## src/rtl/cbn_pkg.sv

```systemverilog
package cbn_pkg;

  typedef enum logic [1:0] {
    ACC_HOLD  = 2'b00,
    ACC_STEP  = 2'b01,
    ACC_CLEAR = 2'b10
  } acc_op_e;

  function automatic acc_op_e pick_op(input logic field_start, input logic en);
    if (field_start) return ACC_CLEAR;
    if (en)          return ACC_STEP;
    return ACC_HOLD;
  endfunction

endpackage

```

## src/rtl/cbn_inc_stage.sv

```systemverilog
module cbn_inc_stage #(
  parameter int                 PHASE_W     = 32,
  parameter logic [PHASE_W-1:0] DEFAULT_INC = 32'h0400_0000
) (
  input  logic               clk,
  input  logic               rst_n,
  input  logic               wr_valid,
  input  logic [PHASE_W-1:0] wr_data,
  output logic               wr_ready,
  input  logic               apply,
  output logic [PHASE_W-1:0] inc_act
);

  logic [PHASE_W-1:0] staged_q;
  logic [PHASE_W-1:0] active_q;
  logic               accept;

  assign wr_ready = 1'b1;
  assign accept   = wr_valid && wr_ready;

  always_ff @(posedge clk) begin
    if (!rst_n) begin
      staged_q <= DEFAULT_INC;
    end else if (accept) begin
      staged_q <= wr_data;
    end
  end

  always_ff @(posedge clk) begin
    if (!rst_n) begin
      active_q <= DEFAULT_INC;
    end else if (apply) begin
      active_q <= staged_q;
    end
  end

  assign inc_act = active_q;

endmodule

```

## src/rtl/cbn_phase_acc.sv

```systemverilog
module cbn_phase_acc
  import cbn_pkg::*;
#(
  parameter int PHASE_W = 32
) (
  input  logic               clk,
  input  logic               rst_n,
  input  acc_op_e            op,
  input  logic [PHASE_W-1:0] inc,
  output logic [PHASE_W-1:0] acc,
  output logic               carry_pulse
);

  localparam int SUM_W = PHASE_W + 1;

  logic [PHASE_W-1:0] acc_q;
  logic               carry_q;
  logic [SUM_W-1:0]   sum;

  assign sum = {1'b0, acc_q} + {1'b0, inc};

  always_ff @(posedge clk) begin
    if (!rst_n) begin
      acc_q   <= '0;
      carry_q <= 1'b0;
    end else begin
      unique case (op)
        ACC_CLEAR: begin
          acc_q   <= '0;
          carry_q <= 1'b0;
        end
        ACC_STEP: begin
          acc_q   <= sum[PHASE_W-1:0];
          carry_q <= sum[SUM_W-1];
        end
        default: begin
          acc_q   <= acc_q;
          carry_q <= 1'b0;
        end
      endcase
    end
  end

  assign acc         = acc_q;
  assign carry_pulse = carry_q;

endmodule

```

## src/rtl/cbn_phase_quant.sv

```systemverilog
module cbn_phase_quant #(
  parameter int PHASE_W = 32,
  parameter int IDX_W   = 4
) (
  input  logic [PHASE_W-1:0] phase,
  output logic [IDX_W-1:0]   idx
);

  localparam int LSB = PHASE_W - IDX_W;

  generate
    if (IDX_W >= PHASE_W) begin : g_full
      assign idx = IDX_W'(phase);
    end else begin : g_top
      assign idx = phase[PHASE_W-1:LSB];
    end
  endgenerate

endmodule

```

## src/rtl/cbn_colorburst_nco.sv

```systemverilog
module cbn_colorburst_nco
  import cbn_pkg::*;
#(
  parameter int                 PHASE_W     = 32,
  parameter int                 IDX_W       = 4,
  parameter logic [PHASE_W-1:0] DEFAULT_INC = 32'h0400_0000
) (
  input  logic               clk,
  input  logic               rst_n,
  input  logic               en,
  input  logic               field_start,
  input  logic               inc_valid,
  input  logic [PHASE_W-1:0] inc_data,
  output logic               inc_ready,
  output logic [PHASE_W-1:0] phase,
  output logic [IDX_W-1:0]   phase_idx,
  output logic               wrap
);

  logic [PHASE_W-1:0] inc_act;
  acc_op_e            op;

  assign op = pick_op(field_start, en);

  cbn_inc_stage #(
    .PHASE_W    (PHASE_W),
    .DEFAULT_INC(DEFAULT_INC)
  ) u_inc (
    .clk     (clk),
    .rst_n   (rst_n),
    .wr_valid(inc_valid),
    .wr_data (inc_data),
    .wr_ready(inc_ready),
    .apply   (field_start),
    .inc_act (inc_act)
  );

  cbn_phase_acc #(
    .PHASE_W(PHASE_W)
  ) u_acc (
    .clk        (clk),
    .rst_n      (rst_n),
    .op         (op),
    .inc        (inc_act),
    .acc        (phase),
    .carry_pulse(wrap)
  );

  cbn_phase_quant #(
    .PHASE_W(PHASE_W),
    .IDX_W  (IDX_W)
  ) u_quant (
    .phase(phase),
    .idx  (phase_idx)
  );

endmodule

```

## config.mk

```make
export PLATFORM = sky130hd
export DESIGN_NAME = cbn_colorburst_nco
export DESIGN_NICKNAME = d
export VERILOG_FILES = /design/src/rtl/cbn_pkg.sv /design/src/rtl/cbn_inc_stage.sv /design/src/rtl/cbn_phase_acc.sv /design/src/rtl/cbn_phase_quant.sv /design/src/rtl/cbn_colorburst_nco.sv
export SDC_FILE = /design/constraint.sdc
export NUM_CORES = 1
export LEC_CHECK = 0
export BUFFER_PORTS_ARGS = -buffer_cell sky130_fd_sc_hd__clkbuf_2
export CAP_MARGIN = 20
export CORE_MARGIN = 2
export CORE_UTILIZATION = 55
export CTS_BUF_LIST = sky130_fd_sc_hd__clkbuf_4
export CTS_CLUSTER_SIZE = 28
export DETAILED_ROUTE_END_ITERATION = 8
export PLACE_DENSITY = 0.81
export SLEW_MARGIN = 20
export SYNTH_ARGS = -nofsm -noshare
export SYNTH_HDL_FRONTEND = slang
export SYNTH_SLANG_ARGS = --single-unit
```

## constraint.sdc

```tcl
create_clock -name clk -period 3.34 [get_ports clk]
set_input_delay 0.167 -clock clk [delete_from_list [all_inputs] [get_ports clk]]
set_output_delay 0.167 -clock clk [all_outputs]
set_load 0.005 [all_outputs]
```

==> results.cfg <==
[synthesis]
avgSynthCellArea_um2 = 9.07
syn_inst = 596
synthTopCellsByArea = sky130_fd_sc_hd__dfxtp_1 (36%), sky130_fd_sc_hd__mux2i_1 (14%), sky130_fd_sc_hd__nor2b_1 (7.5%)
yosys.area.top_type_share_pct = 35.9
synth_top_cell_by_area = sky130_fd_sc_hd__dfxtp_1
postSynthRegisterBits = 97
synth_cell_types = 58
synth_top_flop_cell = sky130_fd_sc_hd__dfxtp_1
asyncSetResetFlopFracSynth_pct = 0
synth_most_common_cell = sky130_fd_sc_hd__dfxtp_1
synthTopCellsByCount = sky130_fd_sc_hd__dfxtp_1 (97), sky130_fd_sc_hd__mux2i_1 (76), sky130_fd_sc_hd__nor2b_1 (65), sky130_fd_sc_hd__nand2_1 (40), sky130_fd_sc_hd__a21oi_1 (36)
ys_warn_count = 0
netlist_area_um2 = 5410
synth.yosys.seq_area_share_pct = 35.9
synth.net_count = 666
synth_edf_count = 0

[final_layout]
multiInputGateArea_um2 = 3180
nets = 746
layout-drive-gt1-share_pct = 15.7
layout.filler_cells = 829
antenna_cells_inserted = 0
register_area_um2 = 1940
design_area_um2 = 6180
layout-area-overhead-vs-synth_pct = 14.3

[run_status]
outcome = finished, final reports clean

[sta]
clock_skew_ns = 0.0179
grt_setup_unrepaired = no
relSlewSlack_pct = 49.2
finish_stage_setup_viols = 0
tightest_slew_ns = 0.762
timing.final.max_slew_violations = 0
post-route-min-period_ns = 2.77
fin_setup_tns_ns = 0
max_freq_mhz = 361
layout_worst_path_cycle_share_pct = 82.9
hold_viol = 0

[clock_network]
post_cts_resize_count = 0
numCtsBuffers = 9
ctsRootBufferMaster = sky130_fd_sc_hd__clkbuf_4
clk_transition_reported_paths_ns = 0.16
cts_htree_levels = 3
cts.path.max_buffers = 2
clock_insertion_delay_worst_skew_ns = 0.46
tritoncts = yes
clkSinkCount = 97

[critical_path]
criticalPathCategory = flop to flop
crit_path_start_kind = flop
critical_path_required_ns = 3.70
timing.critical_path.fanout_max = 5
timing.critical_path.arrival_ns = 3.13
critical_path.endpoint_type = flop

[floorplanning]
fp.coreArea_um2 = 9640
die_area_um2 = 10600
boundaryPins = 75
die_width_um = 103
std_cell_rows = 36
initial_core_util_pct = 56.1
chipHeight_um = 103

[pwr]
cell_area_power_density_nw_per_um2 = 334
irDropWorstVdd_mv = 0.270
power_leakage_nw = 2.75

[placement]
post-dp-hpwl_um = 9260
dpl-instance-area_um2 = 5760
port_buffers = 73
place_congestion = 0.987

[route]
dr_total_vias = 4536
finalWirelength_um = 12800
initialDrtViolationCount = 286
routed_via_density = 5.57
ant_nets = 0
wl_per_cell_um = 15.7
detail_route.first_pass.iterations = 5
drc = 0

[global_route]
first_global_vias = 4147
grt_use_total_pct = 25.1
grt_max_degree = 66
grt_remaining_overflow = 0
grt_antenna_before_repair = 0
grt_pass1_wl_um = 20800

[flow_run]
maxCapViolations = 0

[hold_path]
min-delay-path-class = input port to flop
## flip-flops by register name (all words and copies together) (netlist names)
signal and cells:
u_inc.staged_q 32, u_acc.acc 32, u_inc.inc_act 32, u_acc.carry_pulse 1
## metal layers
metal / vias up / GRT usage (%) / share of wire [%]
met5: - / 0 / 0
met4: 0 / 9.51 / 1.8
met3: 23 / 3.05 / 5.1
met2: 150 / 38.3 / 44
met1: 2100 / 36.1 / 49
li1: 2263 / - / -
## timing repair
action | CTS | global route
setup buffers | 0 | 0
hold buffers | 31 | 0
hold endpoints to repair | 31 | 0
## final cells by class
type                            instances  share of cell area, %
Inverter                               14                  0.850
Tap cell                              133                   2.69
Clock buffer                            9                   1.09
Timing Repair Buffer                  111                   11.8
Multi-Input combinational cell        443                   51.4
Clock inverter                          7                  0.749
Sequential cell                        97                   31.4
## cell families (layout without fill, tap and decap cells)
logic type               Yosys count  after routing  share of synthesized area [%]
other                              1              1                         0.0693
buffers and inverters             56            141                           5.28
XOR/XNOR                          24             24                           3.89
adder cells (fa/ha/maj)           33             33                           7.77
flip-flops                        97             97                           35.9
AND/OR/NAND/NOR                  178            178                           16.9
AO/OA/AOI/OAI                    130            130                           15.9
multiplexers                      77             77                           14.3
## worst max-delay path, stage by stage, from the launching register on
cell                        delay (ns)
sky130_fd_sc_hd__dfxtp_1          0.38
sky130_fd_sc_hd__ha_1             0.18
sky130_fd_sc_hd__inv_1            0.06
sky130_fd_sc_hd__fa_1             0.39
sky130_fd_sc_hd__nor2b_1          0.17
sky130_fd_sc_hd__o2111ai_1        0.21
sky130_fd_sc_hd__a211oi_2         0.35
sky130_fd_sc_hd__a211oi_4         0.11
sky130_fd_sc_hd__a2111oi_2        0.41
sky130_fd_sc_hd__o21ai_0          0.12
sky130_fd_sc_hd__a32o_1           0.27
## path summary, 6_finish.rpt
check	from	to	slack, ns	cells past startpoint
min	inc_data[15]	u_inc.staged_q[15]$_SDFFE_PN0P_	0.02	3
max reg2reg	u_acc.acc[0]$_SDFFE_PN0P_	u_acc.acc[26]$_SDFFE_PN0P_	0.57	10
max	u_acc.acc[0]$_SDFFE_PN0P_	u_acc.acc[26]$_SDFFE_PN0P_	0.57	10
min reg2reg	u_acc.acc[18]$_SDFFE_PN0P_	u_acc.acc[18]$_SDFFE_PN0P_	0.49	2
## through the flow
stage / util [%] / hold WS [ns] / setup WS [ns] / total power (W) / std cells
after floorplan: - / 0.295 / 0.844 / 0.00143 / 596
after global placement: 59.7 / 0.385 / 0.733 / 0.00149 / 767
after detailed placement: 59.7 / 0.396 / 0.649 / 0.00150 / 767
after CTS: 64.1 / 0.00382 / 0.613 / 0.00207 / 814
after global routing: 64.1 / 0.0481 / 0.436 / 0.00215 / 814
final: 64.1 / 0.0166 / 0.572 / 0.00207 / 814
## power by group
group / switching [W] / internal [W] / leakage, nW
Sequential: 0.0000318 / 0.00120 / 0.791
Combinational: 0.000136 / 0.000138 / 1.90
Clock: 0.000409 / 0.000152 / 0.0614
## placed cells by master (no fill, tap or decap), types with 3 or more instances in the layout
cell type                       Yosys  routed
sky130_fd_sc_hd__xnor2_1           15      15
sky130_fd_sc_hd__nor3_1             7       7
sky130_fd_sc_hd__o2111ai_1          3       3
sky130_fd_sc_hd__a21o_1            12      12
sky130_fd_sc_hd__nand2_1           40      40
sky130_fd_sc_hd__mux2i_1           76      76
sky130_fd_sc_hd__o21a_1             5       5
sky130_fd_sc_hd__inv_1             14      14
sky130_fd_sc_hd__a21oi_1           36      36
sky130_fd_sc_hd__o21ai_1           14      14
sky130_fd_sc_hd__nand4_1            9       9
sky130_fd_sc_hd__nor2_1            34      34
sky130_fd_sc_hd__buf_4              8       7
sky130_fd_sc_hd__ha_1              32      32
sky130_fd_sc_hd__o21bai_1           4       4
sky130_fd_sc_hd__o211ai_1           4       4
sky130_fd_sc_hd__clkbuf_2           0      73
sky130_fd_sc_hd__o21ai_0           18      18
sky130_fd_sc_hd__nor2b_1           65      65
sky130_fd_sc_hd__a31oi_1           10      10
sky130_fd_sc_hd__clkbuf_4           0       9
sky130_fd_sc_hd__nand3_1           10      10
sky130_fd_sc_hd__dfxtp_1           97      97
sky130_fd_sc_hd__dlygate4sd3_1      0      31
sky130_fd_sc_hd__and2_1             3       3
sky130_fd_sc_hd__xor2_1             9       9
Note: power is estimated with default switching activity, not from simulation.
